--- src/rtl/kbm_pkg.sv ---
package kbm_pkg;
    localparam int unsigned KBM_ROWS     = 8;
    localparam int unsigned KBM_COLS     = 5;
    localparam int unsigned KBM_ROW_IDXW = $clog2(KBM_ROWS);
    localparam int unsigned KBM_COL_IDXW = 3;

    typedef logic [KBM_COLS-1:0] kbm_colvec_t;

    typedef struct packed {
        logic                    wr;
        logic                    clear;
        logic                    pressed;
        logic [KBM_ROW_IDXW-1:0] row;
        logic [KBM_COL_IDXW-1:0] col;
    } kbm_keycmd_t;
endpackage

--- src/rtl/kbm_keystore.sv ---
module kbm_keystore
    import kbm_pkg::*;
#(
    parameter int unsigned ROWS     = KBM_ROWS,
    parameter int unsigned COLS     = KBM_COLS,
    parameter int unsigned ROW_IDXW = KBM_ROW_IDXW,
    parameter int unsigned COL_IDXW = KBM_COL_IDXW
) (
    input  logic                     clk,
    input  logic                     rst_n,
    input  logic                     cmd_wr,
    input  logic                     cmd_clear,
    input  logic                     cmd_pressed,
    input  logic [ROW_IDXW-1:0]      cmd_row,
    input  logic [COL_IDXW-1:0]      cmd_col,
    output logic [ROWS-1:0][COLS-1:0] row_state
);
    // Stored level per key: 0 = pressed, 1 = released (matrix polarity).
    localparam logic [COLS-1:0] ALL_UP = {COLS{1'b1}};

    logic col_in_range;
    assign col_in_range = (32'(cmd_col) < COLS);

    for (genvar r = 0; r < ROWS; r++) begin : g_row
        logic row_hit;
        assign row_hit = cmd_wr && col_in_range && (32'(cmd_row) == r);

        for (genvar c = 0; c < COLS; c++) begin : g_col
            logic key_hit;
            assign key_hit = row_hit && (32'(cmd_col) == c);

            always_ff @(posedge clk or negedge rst_n) begin
                if (!rst_n) begin
                    row_state[r][c] <= ALL_UP[c];
                end else if (cmd_clear) begin
                    row_state[r][c] <= ALL_UP[c];
                end else if (key_hit) begin
                    row_state[r][c] <= ~cmd_pressed;
                end
            end
        end
    end
endmodule

--- src/rtl/kbm_row_merge.sv ---
module kbm_row_merge #(
    parameter int unsigned ROWS = 8,
    parameter int unsigned COLS = 5
) (
    input  logic [ROWS-1:0][COLS-1:0] row_state,
    input  logic [ROWS-1:0]           row_sel_n,
    output logic [COLS-1:0]           col_out
);
    logic [ROWS-1:0][COLS-1:0] masked;

    // An unselected row contributes all ones, leaving the AND unchanged.
    for (genvar r = 0; r < ROWS; r++) begin : g_mask
        assign masked[r] = row_sel_n[r] ? {COLS{1'b1}} : row_state[r];
    end

    always_comb begin
        col_out = {COLS{1'b1}};
        for (int r = 0; r < ROWS; r++) begin
            col_out = col_out & masked[r];
        end
    end
endmodule

--- src/rtl/kbm_bus_decode.sv ---
module kbm_bus_decode #(
    parameter int unsigned ADDR_W   = 16,
    parameter int unsigned ROWS     = 8,
    parameter int unsigned ROW_BASE = 8
) (
    input  logic              iorq_n,
    input  logic              rd_n,
    input  logic [ADDR_W-1:0] addr,
    output logic [ROWS-1:0]   row_sel_n,
    output logic              port_read
);
    assign row_sel_n = addr[ROW_BASE +: ROWS];
    assign port_read = ~iorq_n & ~rd_n & ~addr[0];
endmodule

--- src/rtl/kbm_responder.sv ---
module kbm_responder
    import kbm_pkg::*;
#(
    parameter int unsigned ROWS     = KBM_ROWS,
    parameter int unsigned COLS     = KBM_COLS,
    parameter int unsigned ADDR_W   = 16,
    parameter int unsigned ROW_BASE = 8,
    parameter int unsigned COL_IDXW = KBM_COL_IDXW
) (
    input  logic                          clk,
    input  logic                          rst_n,
    input  logic                          key_wr,
    input  logic [$clog2(ROWS)-1:0]       key_row,
    input  logic [COL_IDXW-1:0]           key_col,
    input  logic                          key_pressed,
    input  logic                          key_clear,
    input  logic                          bus_iorq_n,
    input  logic                          bus_rd_n,
    input  logic [ADDR_W-1:0]             bus_addr,
    output logic [COLS-1:0]               bus_data_out,
    output logic                          bus_data_oe
);
    localparam int unsigned ROW_IDXW = $clog2(ROWS);

    logic [ROWS-1:0][COLS-1:0] row_state;
    logic [ROWS-1:0]           row_sel_n;

    kbm_keystore #(
        .ROWS(ROWS), .COLS(COLS), .ROW_IDXW(ROW_IDXW), .COL_IDXW(COL_IDXW)
    ) u_store (
        .clk        (clk),
        .rst_n      (rst_n),
        .cmd_wr     (key_wr),
        .cmd_clear  (key_clear),
        .cmd_pressed(key_pressed),
        .cmd_row    (key_row),
        .cmd_col    (key_col),
        .row_state  (row_state)
    );

    kbm_bus_decode #(
        .ADDR_W(ADDR_W), .ROWS(ROWS), .ROW_BASE(ROW_BASE)
    ) u_dec (
        .iorq_n   (bus_iorq_n),
        .rd_n     (bus_rd_n),
        .addr     (bus_addr),
        .row_sel_n(row_sel_n),
        .port_read(bus_data_oe)
    );

    kbm_row_merge #(
        .ROWS(ROWS), .COLS(COLS)
    ) u_merge (
        .row_state(row_state),
        .row_sel_n(row_sel_n),
        .col_out  (bus_data_out)
    );
endmodule

--- config.mk ---
export PLATFORM = sky130hd
export DESIGN_NAME = kbm_responder
export DESIGN_NICKNAME = d
export VERILOG_FILES = /design/src/rtl/kbm_pkg.sv /design/src/rtl/kbm_keystore.sv /design/src/rtl/kbm_row_merge.sv /design/src/rtl/kbm_bus_decode.sv /design/src/rtl/kbm_responder.sv
export SDC_FILE = /design/constraint.sdc
export NUM_CORES = 1
export LEC_CHECK = 0
export ABC_CLOCK_PERIOD_IN_PS = 1850
export BUFFER_PORTS_ARGS = -buffer_cell sky130_fd_sc_hd__buf_2
export CORE_ASPECT_RATIO = 0.5
export CORE_UTILIZATION = 55
export DETAILED_ROUTE_END_ITERATION = 12
export PLACE_DENSITY = 0.9
export SETUP_SLACK_MARGIN = 0.2
export SKIP_LAST_GASP = 1
export SYNTH_ARGS = -nofsm -noshare
export SYNTH_HDL_FRONTEND = slang
export SYNTH_SLANG_ARGS = --single-unit
export TNS_END_PERCENT = 10
--- constraint.sdc ---
create_clock -name clk -period 1.85 [get_ports clk]
set_input_delay 0.0925 -clock clk [delete_from_list [all_inputs] [get_ports clk]]
set_output_delay 0.0925 -clock clk [all_outputs]
set_load 0.03 [all_outputs]
======== Word-level counts from Yosys, hierarchy flattened ========
Index checks and enable logic that the tools add are counted.
storage, ports and cells
  flip-flop bits (word level) ............. 40
  output and inout bits ................... 6
  input bits .............................. 29
operators by class
  reductions and logical operators ........ 91
  eq/ne operators ......................... 11
  order comparisons ....................... 1
  multiplexer cells ....................... 88
  bitwise gates (word level) .............. 13
operators by type and width
  kind                count
  $mux 1              80
  $reduce_bool 2->1   40
  $logic_and 1x1->1   49
  $mux 5              8
  $and 5x5->5         7
  $eq 3x3->1 const B  5
  $eq 3x2->1 const B  4
  $eq 3x1->1 const B  2
  $logic_not 3->1     2
  $not 1->1           4
  $lt 3x3->1 const B  1
  $and 1x1->1         2

======== Depth between registers and ports, before layout ========
  depth in word-level cells ............... 8
  depth in mapped cells ................... 5
  gate-level depth less buffers ........... 3

======== Cells and area by module ========
A second synthesis with hierarchy kept.
second synthesis, totals
  cells, all modules ...................... 199
  area, all modules ....................... 2244.7 um^2
by module, submodules not included
  module          area an instance (um^2)  cells each  instances  sequential area each (um^2)
  kbm_keystore    2018.2                   165         1          1051.0
  kbm_row_merge   156.4                    25          1          0.0
  kbm_bus_decode  70.1                     9           1          0.0

======== Worst setup path before layout ========
No wires, ideal clock.
  kind .................................... reg-to-output
  start ................................... reg, netlist name u_store.row_state[1]
  end ..................................... out bus_data_out[1]
  buffers on the path ..................... 0
  data arrival time ....................... 1.589 ns
  slack ................................... 0.169 ns
  stages on the path, launching flop included .. 3
  data required time ...................... 1.757 ns
  cells stage by stage .................... dfstp_2 o22ai_1 nor4_1
between the ends
  longest elaborated chain between the ends .. 8
ends and longest elaborated chain
  item                       line                 text
  $mux 5                     kbm_row_merge.sv:13  assign masked[r] = row_sel_n[r] ? {COLS{1'b1}} : row_state[r];
  $and 5x5->5 (7 in series)  kbm_row_merge.sv:19  col_out = col_out & masked[r];
  to (decl)                  kbm_responder.sv:20  output logic [COLS-1:0] bus_data_out,
No other way between the ends.

======== Worst setup path in the final report ========
  start ................................... reg, netlist name u_store.row_state[24]
  end ..................................... out bus_data_out[4]
between the ends
  longest elaborated chain between the ends .. 5
ends and longest elaborated chain
  item                       line
  $mux 5                     kbm_row_merge.sv:13
  $and 5x5->5 (4 in series)  kbm_row_merge.sv:19
No other way between the ends.

==> metrics.txt <==
outcome complete, no violations; RSZ-0062 raised after global routing no; die footprint 4126 um^2; WP data required 1.76 ns; Syn Nets 233; Critical Path End Type output pin; I/O Pins 35; Cell variety after synth 21; clock sink total 40; CTS resizes 0; grt ovf 0; first-pass GRT wire length 8776 um; final core utilization 0.6793; vias in the first global route 1749; dpl cells 268; Tmin final 1.577 ns; final slew viol count 0; Critical-path top delay cell dfstp_2; Final Setup Violations 0; # port buffers 27; Starting Density 0.5951; biggest regs u_store.row_state: 40 flops; Routed WL per cell 20.45 um; slew of the pin with the lowest slew margin 0.8383 ns; CTS H-tree lvls 2; Die W 89.85 um; Worst path max stage delay 0.54 ns; setup tns final 0 ns; largest net degree at the start of global routing 41; power consumption 1.894 mW; antenna violations before repair 0; vias 1838; Detail Placement HPWL 3580 um; Clock Skew 0 ns; Worst VDD drop 0.5361 mV; Nets 253; Finished Layout Cells 275; Setup Fix Bufs, Post-CTS 0; CTS root buf clkbuf_8; total CTS buffers 5; Reg clk slew, reported paths 0.08 ns; DRC Markers 0; CP cell instances o22ai_1, nor4_2, buf_4; Fin. Hold Viols 0; Routed WL 5623 um; CTS tree yes; initial DRC count 198; delay-heaviest family, CP flip-flops; via/cell ratio 6.684; TritonRoute pass-1 iters 4; hold crit path type input pin to async pin; Most flops, register u_store.row_state; worst-path fanout max 2; area grow syn2layout 14.15%; Hold-fix buffers, CTS 0; most frequent cells in the layout 40 x nor2_1, 40 x dfstp_2, 26 x buf_2; Max Root-Sink Buffers 2; max_cap viols 0; Site Rows 15; Warnings, synthesis 0; post-synthesis sequential area ratio 0.4953; Gate Count Post-Synth 204; Cell Pwr Density 782.0 nW/um^2; Arr. time, crit path 1.48 ns; Die H 45.92 um; Total Routing Usage GR 0.2867; proportion of layout cells with a drive suffix above 1 0.3929; syn_area_per_cell 10.40 um^2; core area 3566 um^2; Worst-Skew Late Latency 0.29 ns; max reg flops 40; CP Class flip-flop to output pin; Slew Limit Headroom 0.4411; Filler cells 255; RePlAce Congestion 0.9183; Antenna diodes 0; register bit total from synthesis 40; Final period util 0.8524; mapped cell area 2122 um^2; FMAX 634.2 MHz; Buf/Inv on CP 1; final antenna-violating net count 0; crit start category flip-flop; Static Leakage 0.7992 nW
==> routing by layer <==
layer | global-route usage | wire [um] | up-vias
met5 | 0 | 0 | -
met4 | 0.1016 | 129 | 0
met3 | 0.06667 | 596 | 22
met2 | 0.4908 | 2524 | 112
met1 | 0.3715 | 2373 | 882
li1 | - | - | 822
==> final timing paths <==
check,endpoint,slack (ns),depth (start not counted),startpoint
setup / recovery,bus_data_out[4],0.27,3,u_store.row_state[24]$_DFFE_PN1P_
hold / removal,u_store.row_state[20]$_DFFE_PN1P_,0.30,1,rst_n
setup reg to reg,u_store.row_state[12]$_DFFE_PN1P_,0.95,2,u_store.row_state[12]$_DFFE_PN1P_
hold reg to reg,u_store.row_state[33]$_DFFE_PN1P_,0.53,2,u_store.row_state[33]$_DFFE_PN1P_
max in group asynchronous,u_store.row_state[21]$_DFFE_PN1P_,1.49,1,rst_n
min in group clk,u_store.row_state[1]$_DFFE_PN1P_,0.31,3,key_row[1]
==> synthesized netlist by cell type <==
master	instances	share of area
dfstp_2	40	0.50
nor2_1	40	0.071
a211oi_1	20	0.071
a31oi_1	20	0.059
mux2i_1	20	0.094
o22ai_1	20	0.059
clkbuf_1	10	0.018
buf_2	9	0.021
nor4_1	5	0.015
nand3b_1	3	0.011
nand4bb_1	3	0.016
nor3b_2	3	0.018
nor4bb_1	3	0.014
and4b_1	1	0.0047
nand3_1	1	0.0024
nand4b_1	1	0.0041
nor2b_1	1	0.0029
nor3_1	1	0.0024
nor3_2	1	0.0047
nor4b_4	1	0.011
or4b_4	1	0.0065
==> logic make-up after synthesis <==
logic type / after synthesis / share of synthesized area
flip-flops: 40 / 0.4953
buffers and inverters: 19 / 0.03892
multiplexers: 20 / 0.09434
AO/OA/AOI/OAI: 60 / 0.1887
AND/OR/NAND/NOR: 65 / 0.1828
==> through the flow <==
stage	area [um^2]	hold WS [ns]	setup slack [ns]
detailed placement	2285	0.4537	0.5344
global placement	2285	0.4525	0.6061
CTS	2414	0.2959	0.2201
finish	2422	0.3047	0.2731
global route	2422	0.3306	0.2522
floorplan	2128	-0.05534	0.1692
==> area by class of cell <==
cell class	count	area (um^2)	share of cell area
Timing Repair Buffer	32	175.2	0.07231
Multi-Input combinational cell	145	1003	0.4143
Clock inverter	2	60.06	0.02479
Clock buffer	5	68.82	0.02841
Tap cell	51	63.81	0.02634
Sequential cell	40	1051	0.4339
==> power breakdown <==
group          total (mW)  switching (mW)  internal [mW]
clock               0.836           0.305          0.531
sequential          0.887         0.00261          0.885
combinational       0.171           0.123         0.0481
total                1.89           0.430           1.46
No activity file was read; power rests on OpenSTA's default activity.
